## src/rtl/mppt_pkg.sv

```systemverilog
package mppt_pkg;

  typedef enum logic [1:0] {
    ST_OCV_SAMPLE = 2'd0,
    ST_SEARCH     = 2'd1,
    ST_TRACK      = 2'd2,
    ST_RESAMPLE   = 2'd3
  } ctrl_state_e;

  localparam logic DIR_UP_CODE = 1'b1;

endpackage

```

## src/rtl/mppt_window_timer.sv

```systemverilog
module mppt_window_timer #(
  parameter int LEN_W = 8
) (
  input  logic             clk,
  input  logic             rst_n,
  input  logic             start,
  input  logic [LEN_W-1:0] len,
  output logic             busy,
  output logic             hold_sw,
  output logic             done
);
  localparam int CNT_W = LEN_W + 1;

  logic [CNT_W-1:0] cnt;
  logic [CNT_W-1:0] eff_len;
  logic [CNT_W-1:0] last_cnt;

  // Zero length behaves as one; the window adds a guard cycle on each side.
  assign eff_len  = (len == '0) ? CNT_W'(1) : {1'b0, len};
  assign last_cnt = eff_len + CNT_W'(1);
  assign done     = busy && (cnt == last_cnt);
  assign hold_sw  = busy && (cnt != '0) && !done;

  // The reset state is an active window: every session opens with sampling.
  always_ff @(posedge clk or negedge rst_n) begin
    if (!rst_n) begin
      busy <= 1'b1;
      cnt  <= '0;
    end else if (start) begin
      busy <= 1'b1;
      cnt  <= '0;
    end else if (done) begin
      busy <= 1'b0;
    end else if (busy) begin
      cnt <= cnt + CNT_W'(1);
    end
  end

endmodule

```

## src/rtl/mppt_po_search.sv

```systemverilog
module mppt_po_search
  import mppt_pkg::*;
#(
  parameter int CODE_W = 3
) (
  input  logic              clk,
  input  logic              rst_n,
  input  logic              init,
  input  logic              step,
  input  logic              gt,
  output logic [CODE_W-1:0] code,
  output logic              lock,
  output logic [CODE_W-1:0] lock_code
);
  localparam logic [CODE_W-1:0] CODE_MAX = {CODE_W{1'b1}};

  logic              dir_q;
  logic              rev_seen_q;
  logic [CODE_W-1:0] prev_q;

  logic              dir_pref;
  logic              bounce;
  logic              dir_nxt;
  logic              reversal;
  logic [CODE_W-1:0] target;

  always_comb begin
    dir_pref = gt ? dir_q : ~dir_q;
    bounce   = dir_pref ? (code == CODE_MAX) : (code == '0);
    dir_nxt  = bounce ? ~dir_pref : dir_pref;
    target   = dir_nxt ? (code + CODE_W'(1)) : (code - CODE_W'(1));
    reversal = (dir_nxt != dir_q);
  end

  assign lock      = step && reversal && rev_seen_q;
  assign lock_code = gt ? code : prev_q;

  always_ff @(posedge clk or negedge rst_n) begin
    if (!rst_n) begin
      code       <= '0;
      dir_q      <= DIR_UP_CODE;
      rev_seen_q <= 1'b0;
      prev_q     <= '0;
    end else if (init) begin
      code       <= '0;
      dir_q      <= DIR_UP_CODE;
      rev_seen_q <= 1'b0;
      prev_q     <= '0;
    end else if (step && !lock) begin
      prev_q <= code;
      code   <= target;
      dir_q  <= dir_nxt;
      if (reversal) rev_seen_q <= 1'b1;
    end
  end

endmodule

```

## src/rtl/mppt_hybrid_ctrl.sv

```systemverilog
module mppt_hybrid_ctrl
  import mppt_pkg::*;
#(
  parameter int CODE_W = 3,
  parameter int LEN_W  = 8
) (
  input  logic              clk,
  input  logic              rst_n,
  input  logic              restart,
  input  logic [LEN_W-1:0]  sample_len,
  input  logic              meas_valid,
  input  logic              meas_gt,
  output logic              meas_ready,
  input  logic              slow_tick,
  output logic [CODE_W-1:0] ladder_code,
  output logic              oc_point,
  output logic              sh_close,
  output logic              main_open,
  output logic              track_mode
);
  ctrl_state_e       state_q;
  logic [CODE_W-1:0] hold_code_q;

  logic              win_busy;
  logic              win_hold;
  logic              win_done;
  logic              tick_go;
  logic              accept;
  logic              srch_lock;
  logic [CODE_W-1:0] srch_code;
  logic [CODE_W-1:0] srch_lock_code;

  assign tick_go = (state_q == ST_TRACK) && slow_tick && !restart;
  assign accept  = meas_valid && meas_ready && !restart;

  mppt_window_timer #(.LEN_W(LEN_W)) u_timer (
    .clk     (clk),
    .rst_n   (rst_n),
    .start   (restart || tick_go),
    .len     (sample_len),
    .busy    (win_busy),
    .hold_sw (win_hold),
    .done    (win_done)
  );

  mppt_po_search #(.CODE_W(CODE_W)) u_search (
    .clk       (clk),
    .rst_n     (rst_n),
    .init      (restart),
    .step      (accept),
    .gt        (meas_gt),
    .code      (srch_code),
    .lock      (srch_lock),
    .lock_code (srch_lock_code)
  );

  always_ff @(posedge clk or negedge rst_n) begin
    if (!rst_n) begin
      state_q     <= ST_OCV_SAMPLE;
      hold_code_q <= '0;
    end else if (restart) begin
      state_q <= ST_OCV_SAMPLE;
    end else begin
      unique case (state_q)
        ST_OCV_SAMPLE: if (win_done) state_q <= ST_SEARCH;
        ST_SEARCH: if (srch_lock) begin
          state_q     <= ST_TRACK;
          hold_code_q <= srch_lock_code;
        end
        ST_TRACK:    if (tick_go) state_q <= ST_RESAMPLE;
        ST_RESAMPLE: if (win_done) state_q <= ST_TRACK;
        default:     state_q <= ST_OCV_SAMPLE;
      endcase
    end
  end

  assign track_mode  = (state_q == ST_TRACK) || (state_q == ST_RESAMPLE);
  assign ladder_code = track_mode ? hold_code_q : srch_code;
  assign oc_point    = (state_q == ST_OCV_SAMPLE);
  assign meas_ready  = (state_q == ST_SEARCH);
  assign main_open   = win_busy;
  assign sh_close    = win_hold;

endmodule

```

## config.mk

```make
export PLATFORM = sky130hd
export DESIGN_NAME = mppt_hybrid_ctrl
export DESIGN_NICKNAME = d
export VERILOG_FILES = /design/src/rtl/mppt_pkg.sv /design/src/rtl/mppt_window_timer.sv /design/src/rtl/mppt_po_search.sv /design/src/rtl/mppt_hybrid_ctrl.sv
export SDC_FILE = /design/constraint.sdc
export NUM_CORES = 1
export LEC_CHECK = 0
export BUFFER_PORTS_ARGS = -buffer_cell sky130_fd_sc_hd__clkbuf_2
export CAP_MARGIN = 10
export CORE_MARGIN = 10
export CORE_UTILIZATION = 50
export CTS_CLUSTER_SIZE = 40
export DETAILED_ROUTE_END_ITERATION = 16
export PLACE_DENSITY = 0.71
export SYNTH_ARGS = -nofsm -noshare
export SYNTH_HDL_FRONTEND = slang
export SYNTH_SLANG_ARGS = --single-unit
export TNS_END_PERCENT = 20
```

## constraint.sdc

```tcl
create_clock -name clk -period 5.6 [get_ports clk]
set_input_delay 0.84 -clock clk [delete_from_list [all_inputs] [get_ports clk]]
set_output_delay 0.84 -clock clk [all_outputs]
set_load 0.01 [all_outputs]
```

Yosys cells after proc, flatten, opt, wreduce, memory -nomap -nowiden

Index checks and enable logic that the tools add are counted.

ROM bits: 0
Memories: 0
Register bits: 23
Bits in latches: 0
Input port bits: 14
Output and inout port bits: 8
Memory bits (writable): 0
Logic and storage cells: 80

$add $sub $neg: 4
Divide/modulo/power cells: 0
Shift operators: 0
Mux-type cells: 27
Bitwise logic cells: 3
Multiply operators: 0
Eq/ne operators: 11
$lt $le $gt $ge: 0
Reduce and logical (&&, ||, !) cells: 27

Operators with widths:

| operator            | count |
|---|---|
| $mux 9              | 3 |
| $mux 3              | 7 |
| $add 9x1->9 const B | 2 |
| $logic_and 1x1->1   | 10 |
| $mux 1              | 10 |
| $mux 2              | 5 |
| $eq 9x9->1          | 1 |
| $ne 3x2->1 const B  | 3 |
| $reduce_bool 9->1   | 1 |
| $logic_not 8->1     | 1 |
| $mux 8              | 1 |
| $pmux 2 s4          | 1 |
| $reduce_bool 2->1   | 4 |
| $eq 2x2->1 const B  | 2 |
| $reduce_and 2->1    | 2 |
| $reduce_and 4->1    | 1 |
| $add 3x1->3 const B | 1 |
| $eq 3x3->1 const B  | 1 |
| $logic_not 1->1     | 3 |
| $logic_not 3->1     | 1 |
| $ne 3x3->1 const B  | 1 |
| $not 1->1           | 3 |
| $reduce_and 3->1    | 1 |
| $sub 3x1->3 const B | 1 |
| 5 further kinds     | 6 |

Longest topological paths before layout

Gate-level depths: netlist of run 1.

Depth in word-level cells: 11
Mapped depth: 9
Depth with buffers taken out: 7

Hierarchy

Synthesis of run 1 repeated with hierarchy kept, for this count alone.

Cell total of the unflattened synthesis: 187
Area total of the unflattened synthesis: 1727.9 um^2

Modules (own cells, without submodules):

| module            | cells each | area an instance (um^2) | times used |
|---|---|---|---|
| mppt_window_timer | 103        | 835.8                   | 1 |
| mppt_po_search    | 58         | 570.5                   | 1 |
| mppt_hybrid_ctrl  | 26         | 321.6                   | 1 |

Worst setup path after synthesis of run 1

No wires, ideal clock.

Kind: input to output
From: input sample_len[1]
To: output sh_close
Path buffers: 1
Arrival: 2374 ps
Required time: 4760 ps
Setup slack: 2386 ps
Stages on the path: 7
Cell sequence: buf_4 > or4b_1 > a21oi_1 > nor3b_2 > a211oi_4 > a21o_2 > a21oi_1

Cells in the longest elaborated chain, start to end: 7

RTL lines:

| what                | line                    | RTL |
|---|---|---|
| start: declaration  | mppt_hybrid_ctrl.sv:10  | `input logic [LEN_W-1:0] sample_len,` |
| $logic_not 8->1     | mppt_window_timer.sv:19 | `assign eff_len = (len == '0) ? CNT_W'(1) : {1'b0, len};` |
| $mux 8 *            | mppt_window_timer.sv:19 |  |
| $add 9x1->9 *       | mppt_window_timer.sv:20 | `assign last_cnt = eff_len + CNT_W'(1);` |
| $eq 9x9->1 *        | mppt_window_timer.sv:21 | `assign done = busy && (cnt == last_cnt);` |
| $logic_and 1x1->1 * | mppt_window_timer.sv:21 |  |
| $logic_not 1->1 *   | mppt_window_timer.sv:22 | `assign hold_sw = busy && (cnt != '0) && !done;` |
| $logic_and 1x1->1 * | mppt_window_timer.sv:22 |  |
| end: declaration    | mppt_hybrid_ctrl.sv:17  | `output logic sh_close,` |

Every way passes the cells marked *; elsewhere a longest branch is shown, timed or not.

Final worst setup path of run 1

Same ends and word-level chain as after synthesis.

==> impl_metrics.env, run 1 <==
export IMPL_synth_yosys_seq_area_share_pct=34.0
export IMPL_finalCritPeriodShare_pct=62.9
export IMPL_place_worst_setup_slack_ns=2.09
export IMPL_post_synth_edffs=0
export IMPL_path_class="in -> out"
export IMPL_count_of_h_tree_levels_built_during_cts=1
export IMPL_final_max_slew_violation_count=0
export IMPL_synth_async_sr_flop_share_pct=100
export IMPL_cts_sink_count=23
export IMPL_worst_ep_arrival_time_ns=2.68
export IMPL_worst_path_max_delay_cell="sky130_fd_sc_hd__or4b_1"
export IMPL_rsz0062_at_grt="false"
export IMPL_floorplan_core_area_um2=3310
export IMPL_ys_dominant_reg_cell="sky130_fd_sc_hd__dfrtp_1"
export IMPL_globalplace_congestion=0.885
export IMPL_biggest_area_contributors_in_the_synthesized_netlist="sky130_fd_sc_hd__dfrtp_1, sky130_fd_sc_hd__nand2_1, sky130_fd_sc_hd__nor2_1"
export IMPL_crit_reg2reg_launch="u_timer.cnt[0]$_DFFE_PN0P_"
export IMPL_synth_lib_cells_used_distinct=57
export IMPL_boundaryPins=22
export IMPL_met2WireLength_um=1960
export IMPL_critical_path_required_ns=4.76
export IMPL_worst_clock_skew_ns=0.00820
export IMPL_pin_count_of_the_biggest_net_entering_global_routing=24
export IMPL_nets=229
export IMPL_layout_drive_gt1_share_pct=20.4
export IMPL_synth_area_um2=1700
export IMPL_cts_hold_repair_buffers=0
export IMPL_wl_um=3760
export IMPL_grt_remaining_overflow=0
export IMPL_dieHeight_um=78.3
export IMPL_crit_path_cells="clkbuf_2, or4b_1, a21oi_1, nor3b_2, a211oi_4, a21o_2, a21oi_1, clkbuf_2"
export IMPL_synthDominantAreaCellType="sky130_fd_sc_hd__dfrtp_1"
export IMPL_antenna_found_initial=0
export IMPL_setup_slack_ns=2.08
export IMPL_maxSlewHeadroom_pct=61.0
export IMPL_starting_density_pct=51.3
export IMPL_first_global_vias=1435
export IMPL_post_synthesis_area_per_instance_um2=8.62
export IMPL_route_vias_total=1433
export IMPL_period_minus_slack_ns=3.52
export IMPL_cellLeakagePower_nw=0.782
export IMPL_tritoncts="built"
export IMPL_fin_setup_tns_ns=0
export IMPL_hold_path_class="in -> async"
export IMPL_maxCapViolations=0
export IMPL_drt_vias_per_instance=5.58
export IMPL_die_area_um2=6130
export IMPL_status="finished clean"
export IMPL_power_per_cell_area_nw_per_um2=161
export IMPL_clock_fmax_ghz=0.284
export IMPL_ir_worst_vdd_mv=0.0969
export IMPL_critical_path_max_stage_delay_ns=0.52
export IMPL_clockRootBuffer="sky130_fd_sc_hd__clkbuf_4"
export IMPL_antennaDiodeCount=0
export IMPL_row_count=21
export IMPL_total_cts_buffers=3
export IMPL_timing_critical_path_to_type="output pin"
export IMPL_clock_tree_buffer_depth=2
export IMPL_num_fill_cells=320
export IMPL_globalRouteTotalUtil_pct=12.5
export IMPL_rrSetupSlack_ns=3.17
export IMPL_clkTransAtPathRegs_ns=0.13
export IMPL_yosysTopAreaCellShare_pct=31.0
export IMPL_drc_errors=0
export IMPL_synth_instances=197
export IMPL_die_width_um=78.3
export IMPL_final_antenna_violating_net_count=0
export IMPL_post_cts_setup_buffer_count=0
export IMPL_report_final_hold_viol_count=0
export IMPL_drtIter0Drc=91
export IMPL_path_max_fanout=11
export IMPL_highest_signal_layer="met4"
export IMPL_rr_endpoint="u_timer.cnt[6]$_DFFE_PN0P_"
export IMPL_global_route_wire_length_before_repair_um=6560
export IMPL_postLayoutCoreUtil_pct=55.6
export IMPL_cts_resized_gates=0
export IMPL_synthesized_net_count=214
export IMPL_met1_routed_wirelength_after_detailed_routing_um=1680
export IMPL_final_setup_viol_count=0
export IMPL_timing_critical_path_from_type="input port"
export IMPL_yosysWarningCount=0
export IMPL_place_port_buffers=21
export IMPL_dr_pass1_iters=4
export IMPL_met3_wirelength_um=98
export IMPL_worst_skew_pair_late_latency_ns=0.31
export IMPL_ff2ff_path_depth=7
export IMPL_synthToLayoutAreaGrowth_pct=8.40
export IMPL_timing_worst_slew_pin_value_ns=0.585
export IMPL_wl_per_cell_um=14.6
export IMPL_hold_worst_slack_ns=0.498
export IMPL_detailedPlacementHpwl_um=2850
export IMPL_postSynthRegisterBits=23
layout by cell type (no fill, tap or decap), drive strengths merged, types with 4 or more instances in the layout:
cell	count
o21ai	14
inv	11
a21oi	15
and3	4
nand2	21
clkbuf	24
nand3	6
xnor2	7
nor3	4
nand4	4
dfrtp	21
mux2i	7
nor2	17
critical path: cells and delay by family:
family	cells	cell delay (ns)
buffers and inverters	2	0.30
AND/OR/NAND/NOR	2	0.60
AO/OA/AOI/OAI	4	0.94
flip-flops by register name (all words and copies together), names as in the netlist:
signal and count:
u_search.prev_q 3, state_q 2, u_search.code 3, u_timer.cnt 9
u_timer.busy 1, hold_code_q 3, u_search.dir_q 1, u_search.rev_seen_q 1
report_power, final:
| part | internal (mW) | switching [mW] |
|---|---|---|
| registers | 0.168 | 0.00518 |
| logic | 0.0179 | 0.0271 |
| clock network | 0.0267 | 0.0513 |
| total | 0.213 | 0.0836 |
cell usage after synthesis (2+ instances only):
cell type / instances
sky130_fd_sc_hd__and2_1: 3
sky130_fd_sc_hd__o21ai_1: 2
sky130_fd_sc_hd__dfrtp_1: 21
sky130_fd_sc_hd__mux2i_2: 2
sky130_fd_sc_hd__o21ai_0: 12
sky130_fd_sc_hd__or3_1: 3
sky130_fd_sc_hd__nor4_1: 3
sky130_fd_sc_hd__nor2_1: 17
sky130_fd_sc_hd__nand4_1: 3
sky130_fd_sc_hd__clkbuf_1: 8
sky130_fd_sc_hd__xnor2_1: 7
sky130_fd_sc_hd__nand3b_1: 3
sky130_fd_sc_hd__xor2_1: 2
sky130_fd_sc_hd__a21oi_2: 3
sky130_fd_sc_hd__a21oi_1: 12
sky130_fd_sc_hd__or2_2: 2
sky130_fd_sc_hd__a31oi_1: 3
sky130_fd_sc_hd__ha_1: 2
sky130_fd_sc_hd__mux2i_1: 5
sky130_fd_sc_hd__nand2b_1: 2
sky130_fd_sc_hd__nand2_1: 21
sky130_fd_sc_hd__and3_1: 3
sky130_fd_sc_hd__nand3_1: 6
sky130_fd_sc_hd__nand4b_1: 2
sky130_fd_sc_hd__a21boi_0: 2
sky130_fd_sc_hd__dfstp_2: 2
sky130_fd_sc_hd__nor3_1: 4
sky130_fd_sc_hd__inv_1: 11
sky130_fd_sc_hd__o211ai_1: 2
sky130_fd_sc_hd__a211oi_1: 2
metal layers:
layer	vias up	global-route usage, %
met1	686	14.9
met5	-	0
met3	2	3.19
met4	0	1.79
li1	731	-
met2	14	22.5
layout make-up:
type,count,area [um^2],area share (%)
Clock inverter,1,5.00,0.272
Sequential cell,23,578,31.4
Clock buffer,3,22.5,1.22
Inverter,11,41.3,2.24
Multi-Input combinational cell,152,1030,56.0
Tap cell,46,57.6,3.13
Timing Repair Buffer,21,105,5.71
cell families after synthesis:
logic type	share of synthesized area, %
XOR/XNOR	4.64
buffers and inverters	5.23
adder cells (fa/ha/maj)	2.65
AND/OR/NAND/NOR	27.3
flip-flops	34.0
AO/OA/AOI/OAI	20.0
multiplexers	6.12
per-stage QoR:
step | std cells | total power [mW] | instance area, um^2
after floorplan | 197 | 0.204 | 1700
after global placement | 253 | 0.220 | 1810
after detailed placement | 253 | 0.221 | 1810
after CTS | 257 | 0.300 | 1840
after global routing | 257 | 0.313 | 1840
final | 257 | 0.296 | 1840
worst max path at each step:
stage,startpoint,end,slack (ns)
6_report,sample_len[1],sh_close,2.08
5_1_grt,sample_len[1],sh_close,1.94
4_1_cts,sample_len[1],sh_close,2.10
3_3_place_gp,sample_len[1],sh_close,2.16
2_1_floorplan,sample_len[1],sh_close,2.39
3_5_place_dp,sample_len[1],sh_close,2.09
(Power assumes the default switching activity.)
==> inputs of run 2 (changes only) <==
ABC_AREA = 1   (was unset)
clock period = 3.61 ns   (was 5.6 ns; I/O delays follow)
==> impl_metrics.env, run 2 <==
export IMPL_status="finished clean"
export IMPL_worst_path_max_delay_cell="sky130_fd_sc_hd__dfrtp_1"
export IMPL_post_synth_edffs=0
export IMPL_hold_path_class="in -> async"
export IMPL_yosys_top_cells_count="sky130_fd_sc_hd__nand2_1, sky130_fd_sc_hd__inv_1, sky130_fd_sc_hd__nand3_1"
export IMPL_power_per_cell_area_nw_per_um2=372
export IMPL_clock_tree_buffer_depth=2
export IMPL_finalCritPeriodShare_pct=68.7
export IMPL_final_setup_viol_count=0
export IMPL_synth_adder_area_share_pct=2.67
export IMPL_post_synth_xor_area_fraction_pct=7.78
export IMPL_route_vias_total=1533
export IMPL_globalRouteTotalUtil_pct=12.1
export IMPL_antennaDiodeCount=0
export IMPL_post_cts_setup_buffer_count=0
export IMPL_report_final_hold_viol_count=0
export IMPL_design_power_total_uw=688
export IMPL_main_combinational_cell_family_by_area_after_synthesis="simple AND/OR/NAND/NOR gates"
export IMPL_path_class="reg -> out"
export IMPL_synth_lib_cells_used_distinct=33
export IMPL_worst_clock_skew_ns=0.0101
export IMPL_place_port_buffers=21
export IMPL_cts_sink_count=23
export IMPL_final_max_slew_violation_count=0
export IMPL_critical_path_max_stage_delay_ns=0.48
export IMPL_critPathTopFamily="simple AND/OR/NAND/NOR gates"
export IMPL_hold_worst_slack_ns=0.187
export IMPL_worst_skew_pair_late_latency_ns=0.31
export IMPL_dr_pass1_iters=4
export IMPL_crit_reg2reg_launch="state_q[1]$_DFFE_PN0P_"
export IMPL_post_synth_mux_area_share_pct=0
export IMPL_global_route_wire_length_before_repair_um=6330
export IMPL_boundaryPins=22
export IMPL_path_max_fanout=10
export IMPL_fin_setup_tns_ns=0
export IMPL_timing_worst_slew_pin_value_ns=0.559
export IMPL_total_cts_buffers=3
export IMPL_floorplan_core_area_um2=3310
export IMPL_ff2ff_path_depth=9
export IMPL_antenna_found_initial=0
export IMPL_rr_endpoint="state_q[0]$_DFFE_PN0P_"
export IMPL_ys_dominant_reg_cell="sky130_fd_sc_hd__dfrtp_1"
export IMPL_wl_um=3500
export IMPL_critical_path_required_ns=3.07
export IMPL_drtIter0Drc=77
export IMPL_clockRootBuffer="sky130_fd_sc_hd__clkbuf_4"
export IMPL_highest_count_cells_in_the_layout_ignoring_fill_and_taps="sky130_fd_sc_hd__nand2_1, sky130_fd_sc_hd__inv_1, sky130_fd_sc_hd__nand3_1"
export IMPL_globalplace_congestion=0.797
export IMPL_cts_hold_repair_buffers=0
export IMPL_final_antenna_violating_net_count=0
export IMPL_worst_path_buf_inv=1
export IMPL_pin_count_of_the_biggest_net_entering_global_routing=24
export IMPL_die_width_um=78.1
export IMPL_clkTransAtPathRegs_ns=0.13
export IMPL_yosysWarningCount=0
export IMPL_dieHeight_um=78.1
export IMPL_rsz0062_at_grt="false"
export IMPL_drt_vias_per_instance=5.04
export IMPL_yosysTopAreaCellShare_pct=31.1
export IMPL_detailedPlacementHpwl_um=2870
export IMPL_synthesized_net_count=256
export IMPL_postLayoutCoreUtil_pct=55.9
export IMPL_synth_yosys_seq_area_share_pct=34.2
export IMPL_grt_remaining_overflow=0
export IMPL_synth_instances=239
export IMPL_postSynthRegisterBits=23
export IMPL_die_area_um2=6100
export IMPL_row_count=21
export IMPL_synthDominantAreaCellType="sky130_fd_sc_hd__dfrtp_1"
export IMPL_crit_path_cells="xnor2_1, xor2_1, nand3_1, nor2_1, nand3_2, nand2_4, a21oi_1, clkbuf_2"
export IMPL_timing_critical_path_from_type="register"
export IMPL_tritoncts="built"
export IMPL_post_synth_top_count_cell="sky130_fd_sc_hd__nand2_1"
export IMPL_maxSlewHeadroom_pct=62.7
export IMPL_count_of_h_tree_levels_built_during_cts=1
export IMPL_leading_cell_type_in_the_layout_fill_and_taps_excluded="sky130_fd_sc_hd__nand2_1"
export IMPL_first_global_vias=1495
export IMPL_timing_critical_path_to_type="output pin"
export IMPL_clock_fmax_ghz=0.403
export IMPL_synth_compound_gate_area_share_pct=10.0
export IMPL_wl_per_cell_um=11.5
export IMPL_biggest_area_contributors_in_the_synthesized_netlist="sky130_fd_sc_hd__dfrtp_1, sky130_fd_sc_hd__nand2_1, sky130_fd_sc_hd__nand3_1"
export IMPL_cellLeakagePower_nw=0.969
export IMPL_synthToLayoutAreaGrowth_pct=9.48
export IMPL_layout_drive_gt1_share_pct=18.6
export IMPL_drc_errors=0
export IMPL_largest_register_ffs=9
export IMPL_maxCapViolations=0
export IMPL_starting_density_pct=51.0
export IMPL_synthSimpleGateAreaFrac_pct=37.1
export IMPL_synth_area_um2=1690
export IMPL_post_synthesis_area_per_instance_um2=7.07
export IMPL_rrSetupSlack_ns=1.71
export IMPL_nets=276
export IMPL_register_ranked_first_by_flip_flop_count="u_timer.cnt"
export IMPL_ir_worst_vdd_mv=0.183
export IMPL_period_minus_slack_ns=2.48
export IMPL_synth_async_sr_flop_share_pct=100
export IMPL_worst_ep_arrival_time_ns=1.94
export IMPL_cts_resized_gates=0
run 2: worst max-delay path by stage:
stage,from,cells past startpoint,slack [ns],end
3_5_place_dp,sample_len[3],12,1.22,sh_close
6_report,u_timer.cnt[2]$_DFFE_PN0P_,8,1.13,sh_close
5_1_grt,u_timer.cnt[2]$_DFFE_PN0P_,8,0.98,sh_close
2_1_floorplan,sample_len[0],8,1.59,sh_close
4_1_cts,u_timer.cnt[2]$_DFFE_PN0P_,8,1.09,sh_close
3_3_place_gp,sample_len[5],12,1.22,sh_close
run 2: layout make-up:
| cell class | instances | area [um^2] |
|---|---|---|
| Clock buffer | 3 | 22.5 |
| Clock inverter | 1 | 5.00 |
| Fill cell | 357 | 1460 |
| Inverter | 29 | 109 |
| Multi-Input combinational cell | 181 | 972 |
| Sequential cell | 23 | 578 |
| Tap cell | 46 | 57.6 |
| Timing Repair Buffer | 21 | 105 |
run 2: kinds of logic after synthesis:
logic type                 after synthesis
AOI/OAI and AO/OA                       27
xor gates and xnor gates                15
DFF                                     23
buffers and inverters                   35
adders and majority gates                3
and+or+nand+nor                        136
run 2: where the power goes:
| group | total [mW] | internal [mW] | leakage [nW] | switching [mW] |
|---|---|---|---|---|
| clock | 0.117 | 0.0414 | 0.0177 | 0.0754 |
| sequential | 0.328 | 0.282 | 0.309 | 0.0466 |
| combinational | 0.243 | 0.0902 | 0.642 | 0.153 |
| total | 0.688 | 0.413 | 0.969 | 0.275 |
run 2: layer usage:
layer  vias up  GRT usage (%)  wire length, um
met5         -              0                0
met4         0           3.05               18
met3         2           2.62              128
met2        23           21.3             1730
met1       703           14.4             1620
li1        805              -                -
run 2: through the flow:
step                      area [um^2]  instances  setup slack, ns
after floorplan                  1690        239             1.59
after global placement           1820        300             1.22
after detailed placement         1820        300             1.22
after CTS                        1850        304             1.09
after global routing             1850        304            0.984
final                            1850        304             1.13
